==> src/rtl/esb_pkg.sv <==
// Shared types and constants for the event-state-buffer access decoder.
// Assumes a 4 KiB page offset and 8-byte bus accesses.
package esb_pkg;

    typedef enum logic [1:0] {
        OP_TRIGGER = 2'd0,
        OP_EOI     = 2'd1,
        OP_GET     = 2'd2,
        OP_SET     = 2'd3
    } esb_op_e;

    localparam int PAGE_OFF_W   = 12;
    localparam int ACCESS_BYTES = 8;
    localparam int RSP_W        = 64;
    localparam int LAYOUTS      = 4;

    // Decoded form of one access
    typedef struct packed {
        logic    issue;     // a command goes to the array
        esb_op_e op;
        logic [1:0] pq;
        logic    err;       // invalid access
        logic    load_cmd;  // load waiting on the array answer
        logic    load_imm;  // load answered at once with all ones
    } esb_dec_t;

    // Page shift for a layout code: bit1 picks 4 KiB, bit0 picks single-page
    function automatic int layout_shift(input int code);
        return (((code & 2) != 0) ? 13 : 17) - (code & 1);
    endfunction

endpackage

==> src/rtl/esb_addr_split.sv <==
// Splits a window address into a source number, the offset bits that select
// the operation, and a trigger-page flag, for every layout in parallel.
// The result is then picked by the layout code. Assumes ADDR_W >= 17.
module esb_addr_split
    import esb_pkg::*;
#(
    parameter int ADDR_W = 32,
    localparam int SRC_W = ADDR_W - PAGE_OFF_W
) (
    input  logic [ADDR_W-1:0] addr,
    input  logic [1:0]        layout,
    output logic [SRC_W-1:0]  src,
    output logic [3:0]        op_bits,
    output logic              trig_page
);

    logic [SRC_W-1:0] cand_src  [LAYOUTS];
    logic             cand_trig [LAYOUTS];
    logic             unused_low;

    // One candidate per layout
    for (genvar i = 0; i < LAYOUTS; i++) begin : g_layout
        localparam int SH = layout_shift(i);
        assign cand_src[i]  = SRC_W'(addr >> SH);
        assign cand_trig[i] = ((i % 2) == 0) ? !addr[SH-1] : 1'b0;
    end

    // Pick the candidate for the active layout
    assign src       = cand_src[layout];
    assign trig_page = cand_trig[layout];
    assign op_bits   = addr[11:8];
    assign unused_low = ^addr[7:0];

endmodule

==> src/rtl/esb_op_decode.sv <==
// Maps access direction, size, page kind and offset bits [11:8] to a command,
// an error, or an immediate all-ones load. Purely combinational.
module esb_op_decode
    import esb_pkg::*;
(
    input  logic       wr,
    input  logic [3:0] nbytes,
    input  logic [3:0] op_bits,
    input  logic       trig_page,
    input  logic       store_eoi_en,
    output esb_dec_t   dec
);

    // Decode one access
    always_comb begin
        dec    = '0;
        dec.op = OP_TRIGGER;
        dec.pq = op_bits[1:0];
        if (nbytes != 4'(ACCESS_BYTES)) begin
            dec.err      = 1'b1;
            dec.load_imm = !wr;
        end else if (trig_page) begin
            dec.issue    = wr;
            dec.err      = !wr;
            dec.load_imm = !wr;
        end else if (wr) begin
            unique case (op_bits[3:2])
                2'b00: dec.issue = 1'b1;
                2'b01: begin
                    dec.issue = store_eoi_en;
                    dec.err   = !store_eoi_en;
                    dec.op    = OP_EOI;
                end
                2'b10: dec.err = 1'b1;
                default: begin
                    dec.issue = 1'b1;
                    dec.op    = OP_SET;
                end
            endcase
        end else begin
            dec.issue    = 1'b1;
            dec.load_cmd = 1'b1;
            if (!op_bits[3])      dec.op = OP_EOI;
            else if (!op_bits[2]) dec.op = OP_GET;
            else                  dec.op = OP_SET;
        end
    end

endmodule

==> src/rtl/esb_load_track.sv <==
// Tracks the one load that may wait on the array. Forms the load result a
// cycle after the array answer, or a cycle after acceptance for loads that
// need no command. Assumes the array answers only after the command.
module esb_load_track
    import esb_pkg::*;
(
    input  logic             clk,
    input  logic             rst_n,
    input  logic             start_cmd,
    input  logic             start_eoi,
    input  logic             start_imm,
    input  logic             arr_valid,
    input  logic [1:0]       arr_data,
    output logic             busy,
    output logic             rsp_valid,
    output logic [RSP_W-1:0] rsp_data
);

    logic wait_eoi;

    // Wait state and result register
    always_ff @(posedge clk) begin
        if (!rst_n) begin
            busy      <= 1'b0;
            wait_eoi  <= 1'b0;
            rsp_valid <= 1'b0;
            rsp_data  <= '0;
        end else begin
            rsp_valid <= 1'b0;
            if (start_imm) begin
                rsp_valid <= 1'b1;
                rsp_data  <= '1;
            end
            if (start_cmd) begin
                busy     <= 1'b1;
                wait_eoi <= start_eoi;
            end else if (busy && arr_valid) begin
                busy      <= 1'b0;
                rsp_valid <= 1'b1;
                rsp_data  <= wait_eoi ? {{(RSP_W-1){1'b0}}, arr_data[0]}
                                      : {{(RSP_W-2){1'b0}}, arr_data};
            end
        end
    end

endmodule

==> src/rtl/esb_mmio_decoder.sv <==
// Top of the access decoder: accepts one bus access when idle, decodes it,
// and registers the array command and the error pulse. Store data is not
// needed and is not taken in.
module esb_mmio_decoder
    import esb_pkg::*;
#(
    parameter int ADDR_W = 32,
    localparam int SRC_W = ADDR_W - PAGE_OFF_W
) (
    input  logic              clk,
    input  logic              rst_n,
    input  logic [1:0]        cfg_layout,
    input  logic              cfg_store_eoi,
    input  logic              req_valid,
    output logic              req_ready,
    input  logic              req_write,
    input  logic [ADDR_W-1:0] req_addr,
    input  logic [3:0]        req_bytes,
    output logic              rsp_valid,
    output logic [RSP_W-1:0]  rsp_data,
    output logic              err_valid,
    output logic              cmd_valid,
    output logic [1:0]        cmd_op,
    output logic [SRC_W-1:0]  cmd_src,
    output logic [1:0]        cmd_pq,
    input  logic              cmd_rsp_valid,
    input  logic [1:0]        cmd_rsp_data
);

    logic [SRC_W-1:0] src;
    logic [3:0]       op_bits;
    logic             trig_page;
    esb_dec_t         dec;
    logic             busy;
    logic             accept;

    esb_addr_split #(.ADDR_W(ADDR_W)) u_split (
        .addr      (req_addr),
        .layout    (cfg_layout),
        .src       (src),
        .op_bits   (op_bits),
        .trig_page (trig_page)
    );

    esb_op_decode u_dec (
        .wr           (req_write),
        .nbytes       (req_bytes),
        .op_bits      (op_bits),
        .trig_page    (trig_page),
        .store_eoi_en (cfg_store_eoi),
        .dec          (dec)
    );

    esb_load_track u_track (
        .clk       (clk),
        .rst_n     (rst_n),
        .start_cmd (accept && dec.load_cmd),
        .start_eoi (dec.op == OP_EOI),
        .start_imm (accept && dec.load_imm),
        .arr_valid (cmd_rsp_valid),
        .arr_data  (cmd_rsp_data),
        .busy      (busy),
        .rsp_valid (rsp_valid),
        .rsp_data  (rsp_data)
    );

    assign req_ready = !busy;
    assign accept    = req_valid && req_ready;

    // Command and error registers
    always_ff @(posedge clk) begin
        if (!rst_n) begin
            cmd_valid <= 1'b0;
            err_valid <= 1'b0;
            cmd_op    <= 2'd0;
            cmd_src   <= '0;
            cmd_pq    <= 2'd0;
        end else begin
            cmd_valid <= accept && dec.issue;
            err_valid <= accept && dec.err;
            if (accept && dec.issue) begin
                cmd_op  <= dec.op;
                cmd_src <= src;
                cmd_pq  <= dec.pq;
            end
        end
    end

endmodule

==> config.mk <==
export PLATFORM = sky130hd
export DESIGN_NAME = esb_mmio_decoder
export DESIGN_NICKNAME = d
export VERILOG_FILES = /design/src/rtl/esb_pkg.sv /design/src/rtl/esb_addr_split.sv /design/src/rtl/esb_op_decode.sv /design/src/rtl/esb_load_track.sv /design/src/rtl/esb_mmio_decoder.sv
export SDC_FILE = /design/constraint.sdc
export NUM_CORES = 1
export LEC_CHECK = 0
export BUFFER_PORTS_ARGS = -buffer_cell sky130_fd_sc_hd__buf_2
export CAP_MARGIN = 15
export CORE_MARGIN = 3
export CORE_UTILIZATION = 30
export CTS_CLUSTER_DIAMETER = 30
export DETAILED_ROUTE_END_ITERATION = 10
export PLACE_DENSITY = 0.53
export SLEW_MARGIN = 20
export SYNTH_ARGS = -nofsm -noshare
export SYNTH_HDL_FRONTEND = slang
export SYNTH_SLANG_ARGS = --single-unit
==> constraint.sdc <==
create_clock -name clk -period 2.7 [get_ports clk]
set_clock_uncertainty 0.05 [all_clocks]
set_input_delay 0.81 -clock clk [delete_from_list [all_inputs] [get_ports clk]]
set_output_delay 0.81 -clock clk [all_outputs]
set_load 0.02 [all_outputs]
Yosys cells after proc, flatten, opt, wreduce, memory -nomap -nowiden
Cells that the tools add are included.
{"block": "totals", "reg_bits": 93, "input_bits": 46, "output_inout_bits": 92, "wordCells": 61}
{"block": "op_classes", "bitwise_logic": 1, "n_eq_ne": 4, "n_reduce_logical": 14, "magnitude_cmp": 1, "muxes": 32}
{"op": "2-to-1 mux 64 bit", "n": 3}
{"op": "binary-select mux 20 bit (select 2 bit)", "n": 1}
{"op": "2-to-1 mux 20 bit", "n": 2}
{"op": "2-to-1 mux 1 bit", "n": 17}
{"op": "logical AND 1 bit", "n": 6}
{"op": "2-to-1 mux 2 bit", "n": 3}
{"op": "2-to-1 mux 3 bit", "n": 2}
{"op": "zero test 1 bit", "n": 5}
{"op": "equality test 2 x 1 -> 1 bit (second input constant)", "n": 2}
{"op": "inequality test 4 bit (second input constant)", "n": 1}
{"op": "case mux 1 bit (2 select lines)", "n": 2}
{"op": "case mux 2 bit (2 select lines)", "n": 1}
{"op": ">= comparator 3 bit (second input constant)", "n": 1}
{"op": "NOT 2 -> 3 bit", "n": 1}
{"op": "binary-select mux 1 bit (select 2 bit)", "n": 1}
{"op": "equality test 2 bit (second input constant)", "n": 1}
{"op": "zero test 2 bit", "n": 1}
{"op": "nonzero test 2 bit", "n": 1}
{"op": "OR reduction 2 bit", "n": 1}

Logic depth before layout (Yosys ltp)
{"block": "depth", "word_depth": 10, "mapped_depth": 7, "mapped_depth_nobuf": 7}

Cells and area by module
From an unflattened synthesis, not the netlist that was laid out.
{"block": "hier_totals", "hier_cells": 408, "area_unflattened_um2": 4270.3}
{"module": "esb_load_track", "n_inst": 1, "cells_per_inst": 224, "area_each_um2": 2503.7, "seq_area_each_um2": 1341.3}
{"module": "esb_mmio_decoder", "n_inst": 1, "cells_per_inst": 115, "area_each_um2": 1069.8, "seq_area_each_um2": 520.5}
{"module": "esb_addr_split", "n_inst": 1, "cells_per_inst": 44, "area_each_um2": 504.2, "seq_area_each_um2": 0.0}
{"module": "esb_op_decode", "n_inst": 1, "cells_per_inst": 25, "area_each_um2": 192.7, "seq_area_each_um2": 0.0}

Least setup slack after synthesis
Ideal clock, no wire load.
{"block": "synth_path", "path_kind": "input -> register", "start": "input port req_bytes[1]", "end": "register u_track.rsp_data[10]", "stages": 6, "t_arrival_ps": 2021, "required_ps": 2535, "setup_time_ps": 115, "path_buffers": 2, "path_slack_ps": 515, "cell_sequence": "or4b_4 > a21oi_4 > nor3_2 > buf_6 > buf_6 > o21a_1"}
{"block": "synth_via", "elab_chain_cells": 6, "elab_cells_between_ends": 8, "cone_classes": "eq/ne (1); mux (5); reduce/logical (2)"}
{"element": "start: declaration", "line_no": "esb_mmio_decoder.sv:18", "text": "input logic [3:0] req_bytes,"}
{"element": "inequality test 4 bit (*)", "line_no": "esb_op_decode.sv:19", "text": "if (nbytes != 4'(ACCESS_BYTES)) begin"}
{"element": "2-to-1 mux 1 bit", "line_no": "esb_op_decode.sv:19"}
{"element": "logical AND 1 bit", "line_no": "esb_mmio_decoder.sv:59", "text": ".start_imm (accept && dec.load_imm),"}
{"element": "2-to-1 mux 64 bit", "line_no": "esb_load_track.sv:30", "text": "if (start_imm) begin"}
{"element": "2-to-1 mux 64 bit", "line_no": "esb_load_track.sv:37", "text": "end else if (busy && arr_valid) begin"}
{"element": "2-to-1 mux 64 bit (*)", "line_no": "esb_load_track.sv:34", "text": "if (start_cmd) begin"}
{"element": "end signal: assignment", "line_no": "esb_load_track.sv:40", "text": "rsp_data <= wait_eoi ? {{(RSP_W-1){1'b0}}, arr_data[0]}"}
{"element": "end: declaration", "line_no": "esb_load_track.sv:16", "text": "output logic [RSP_W-1:0] rsp_data"}
Every way passes the cells marked *; elsewhere a longest branch is shown, timed or not.
A chain may end at the register's enable or synchronous reset.

Worst setup path in the final report
{"block": "layout_path", "start": "input port cfg_layout[1]", "end": "register u_track.rsp_data[11]"}
{"block": "layout_via", "elab_chain_cells": 10, "elab_cells_between_ends": 13, "cone_classes": "mux (10); bitwise (1); reduce/logical (2)"}
{"element": "start: declaration", "line_no": "esb_mmio_decoder.sv:12", "text": "input logic [1:0] cfg_layout,"}
{"element": "NOT 2 -> 3 bit (implied by the code) (*)", "line_no": "esb_addr_split.sv:30", "text": "assign trig_page = cand_trig[layout];"}
{"element": "binary-select mux 1 bit (select 2 bit) (*)", "line_no": "esb_addr_split.sv:30"}
{"element": "2-to-1 mux 1 bit (implied by the code) (*) (2 in a row)", "line_no": "esb_addr_split.sv:30"}
{"element": "2-to-1 mux 1 bit", "line_no": "esb_op_decode.sv:22", "text": "end else if (trig_page) begin"}
{"element": "2-to-1 mux 1 bit", "line_no": "esb_op_decode.sv:19"}
{"element": "logical AND 1 bit", "line_no": "esb_mmio_decoder.sv:59"}
{"element": "2-to-1 mux 64 bit", "line_no": "esb_load_track.sv:30"}
{"element": "2-to-1 mux 64 bit", "line_no": "esb_load_track.sv:37"}
{"element": "2-to-1 mux 64 bit (*)", "line_no": "esb_load_track.sv:34"}
Every way passes the cells marked *; elsewhere a longest branch is shown, timed or not. The select of a mux whose other input is x is not followed.

==> results list <==
- 1st-pass router iterations: 4
- Vias: 2716
- Number of global-route vias before repair: around 2700
- Number of buffers inserted by hold repair at cts: 0
- Averaged over all synthesized cells, the footprint is ~11 um^2.
- Number of buffers added for setup after CTS: 0
- The worst pin sits at a relative slew slack of approximately a third.
- The startpoint identified for the worst register-to-register timing path is u_track.busy.
- CTS placed an instance of sky130_fd_sc_hd__clkbuf_16 at the clock tree root.
* Mapped cell area: 3505 um^2
* Worst voltage drop across the vdd grid: ~0.00046 V
- Ratio of cells with drive above 1 in the final layout: 39.91%
- Measured along the y axis, the die boundary spans 114.1 um.
- Total DRC errors in the routed layout: 0
- STA classifies the critical path endpoint as a flop.
* Worst hold path class: flop to flop
- Counting every net in the synthesized netlist gives approximately 370.
* Number of input and output port buffers inserted: about 130
* Cell count after synthesis: approximately 320
- Routability congestion estimate from global placement: around 0.74
- Chip Width: roughly 110 um
* Terminus of the critical flop-to-flop path: u_track.rsp_data[11]
* Count of cell instances traversed by the critical path: 6
- Area of the multi-input gates: around 1500 um^2
* Final slew viol count: 0
- Summed over all instances, the cell type with the most area after synthesis is sky130_fd_sc_hd__dfxtp_1.
- Crit start category: input port
- Counting the fill cells in the layout gives about 1100.
- # IOs: approximately 140
* Final net count: between 400 and 500
- Leak pwr: 2.148 nW
- Ant. Diodes: 0
- Yosys printed 0 warnings.
* First-pass GRT wire length: 13340 um
- The first routing iteration left approximately 120 violations.
* Rows: 38
- Grt met2 use: between 20% and 30%
- For this run, the top clock speed supported by timing is ~410 MHz.
- Across the whole layout, storage elements account for about 1900 um^2.
* Register-to-Register Setup Slack: between 0.7 and 0.8 ns
- After detailed routing, the average wire length per cell comes to about 14 um.
- Inserted Clock Buffers: 9
* Worst EP required: about 2.9 ns
- Commonest non-fill, non-tap cells in the layout: sky130_fd_sc_hd__buf_2, sky130_fd_sc_hd__dfxtp_1, sky130_fd_sc_hd__o21a_1, sky130_fd_sc_hd__nand2_1, sky130_fd_sc_hd__mux2i_1
- Clk Latency, worst-skew pair: approximately 0.34 ns
- Area fraction of the dominant cell type after synthesis: 53.12%
- Number of standard cells in the layout, taps in and fillers out: about 590
- In this run the power density over the cells is just under 700 nW/um^2.
- Number of instances resized during post-cts repair: 0
- Overall power consumption after layout is estimated at around 0.0031 W.
- Residual overflow from global routing: 0
* Final core utilization: roughly two fifths
* Largest cells by area after synthesis: sky130_fd_sc_hd__dfxtp_1, sky130_fd_sc_hd__o21a_1, sky130_fd_sc_hd__mux2i_1
- Final HPWL from detailed placement: roughly 6400 um
- Outcome: finished, final reports clean
- Using the TritonRoute via totals, the vias-per-cell ratio works out to 4.635.
- The total area inside the core boundary comes to between 10000 and 15000 um^2.
* Total of max-cap violations: 0
- The number of different library cells used by synthesis comes to 34.
- Sequential elements use ~53% of the synthesized area.
- TritonCTS clock tree: yes
- The die covers between 10000 and 15000 um^2.
- For the pin with the worst max-slew slack, the measured transition is between 1 and 1.5 ns.
* Final Hold Violating Endpoints: 0
- Setup repair after global routing left no endpoint under its margin.
- Number of synthesized register bits: slightly above 90
- Met3 Usage GRT: under 10%
* Count of endpoints failing setup in the final report: 0
- In the final timing run, aggregate negative setup slack is 0 ns.
* Leading cell type in the layout, fill and taps excluded: sky130_fd_sc_hd__buf_2
- Clock slew at the register clock pins of the worst setup and hold paths: 0.06 ns
- Of all nets on the critical path, the largest fanout is 25.
* Sinks on Clock Net: 93
- The critical path contains buffers and inverters numbering 2 combined.
- The critical path ends at u_track.rsp_data[11].
* Total Wirelength: 8481 um
- Biggest cell delay along the critical path: 0.83 ns
* Initial antenna violation count: 0
- CP startpoint: cfg_layout[1]
- The critical path is of the input port to flop type.
* Layout area overhead: 30.92%
- The detail route stage leaves a number of antenna-violating nets equal to 0.
- Entering global routing, the biggest net connects between 60 and 70 pins.
* Peak-usage layer in the global routing report: met2
* Total global routing track utilization: a little over an eighth
* Initial Util: between 30% and 40%
* Met1 usage: 15.04%
* Cells along the critical path: buf_2 > mux2i_4 > a21oi_4 > nor3_4 > buf_4 > o21a_1
* Placed Instances: 570
* Kind of cell adding the most delay to the critical path: simple AND/OR/NAND/NOR gates
* Maximum level of the CTS H-tree: 3
* Data arrival at the endpoint of the critical path: roughly 2.7 ns
* Reg2Reg Depth: 4
- The worst path needs about 2.4 ns of the cycle, external delays included.
* Ratio of final minimum period to clock period: 89.68%
- Counting along the longest clock path gives a buffer depth of 2.
* Highest-delay cell along the critical path: sky130_fd_sc_hd__nor3_4
==> cell usage after synthesis <==
master	instances
sky130_fd_sc_hd__dfxtp_1	93
sky130_fd_sc_hd__o21a_1	63
sky130_fd_sc_hd__nand2_1	21
sky130_fd_sc_hd__mux2i_1	19
sky130_fd_sc_hd__o2bb2ai_1	16
sky130_fd_sc_hd__mux2_2	13
sky130_fd_sc_hd__clkbuf_1	12
sky130_fd_sc_hd__nor2_1	11
sky130_fd_sc_hd__a21oi_1	9
sky130_fd_sc_hd__buf_6	7
sky130_fd_sc_hd__inv_1	7
sky130_fd_sc_hd__o21ai_0	6
sky130_fd_sc_hd__buf_2	4
sky130_fd_sc_hd__ha_1	4
sky130_fd_sc_hd__a22o_1	3
sky130_fd_sc_hd__nand2b_1	3
sky130_fd_sc_hd__o211ai_1	3
sky130_fd_sc_hd__buf_1	2
sky130_fd_sc_hd__nand3_1	2
sky130_fd_sc_hd__nor2b_1	2
sky130_fd_sc_hd__o311a_1	2
sky130_fd_sc_hd__a211oi_2	1
sky130_fd_sc_hd__a21oi_2	1
sky130_fd_sc_hd__a21oi_4	1
sky130_fd_sc_hd__and2_1	1
sky130_fd_sc_hd__buf_4	1
sky130_fd_sc_hd__mux2i_4	1
sky130_fd_sc_hd__nand3b_1	1
sky130_fd_sc_hd__nand4_1	1
sky130_fd_sc_hd__nand4bb_2	1
sky130_fd_sc_hd__nor3_2	1
sky130_fd_sc_hd__o221ai_4	1
sky130_fd_sc_hd__or3_1	1
sky130_fd_sc_hd__or4b_4	1
==> state kept, by name, indices dropped and copies added, names as in the netlist <==
name	flops
cmd_op	2
u_track.wait_eoi	1
u_track.busy	1
cmd_src	20
err_valid	1
cmd_pq	2
u_track.rsp_data	64
cmd_valid	1
u_track.rsp_valid	1
==> cell type report <==
class | instances | share of cell area (%)
Timing Repair Buffer | 141 | 16.58
Inverter | 7 | 0.5727
Sequential cell | 93 | 40.58
Clock inverter | 6 | 1.391
Clock buffer | 10 | 4.990
Multi-Input combinational cell | 189 | 32.07
Tap cell | 140 | 3.818
==> worst min-delay path by stage <==
stage                     cells past startpoint                 start                    to  slack (ns)
after floorplan                               2      u_track.wait_eoi      u_track.wait_eoi        0.38
after global routing                          1             cmd_op[1]             cmd_op[1]        0.42
after global placement                        1  u_track.rsp_data[31]  u_track.rsp_data[31]        0.39
after detailed placement                      1             cmd_op[1]             cmd_op[1]        0.40
after CTS                                     1             cmd_op[1]             cmd_op[1]        0.41
final                                         1             cmd_op[1]             cmd_op[1]        0.40
==> power by group <==
part	switching, W	total, W	internal [W]
Clock	0.000507	0.00122	0.000715
Sequential	0.0000325	0.00148	0.00145
Combinational	0.000250	0.000421	0.000172
==> metal layers <==
layer | part of all wire [%] | wire, um
met5 | 0 | 0
met4 | 1.9 | 159
met3 | 6.0 | 508
met2 | 50 | 4221
met1 | 42 | 3592
==> through the flow <==
step                hold slack, ns  instance area [um^2]  setup WS [ns]
floorplan                   0.3849                  3505         0.5147
global placement            0.3909                  4295       -0.08476
detailed placement          0.3954                  4295        -0.1362
CTS                         0.4087                  4588         0.2356
global route                0.4169                  4588        0.09702
finish                      0.4044                  4588         0.2785
==> worst register-to-register path, cell delays in order, from the launching register on <==
cell and delay [ns]:
sky130_fd_sc_hd__dfxtp_1 0.34, sky130_fd_sc_hd__nand2b_1 0.22, sky130_fd_sc_hd__nor3_4 0.80, sky130_fd_sc_hd__buf_4 0.35
sky130_fd_sc_hd__o21a_1 0.13
==> cell families (layout without fill, tap and decap cells) <==
kind of cell	count (synthesis)	after routing	share of synthesized area, %
buffers and inverters	33	164	5.284
multiplexers	33	33	10.25
flip-flops	93	93	53.12
adder cells (fa/ha/maj)	4	4	1.428
AO/OA/AOI/OAI	106	106	23.42
AND/OR/NAND/NOR	46	46	6.498
No activity file was read; power rests on OpenSTA's default activity.
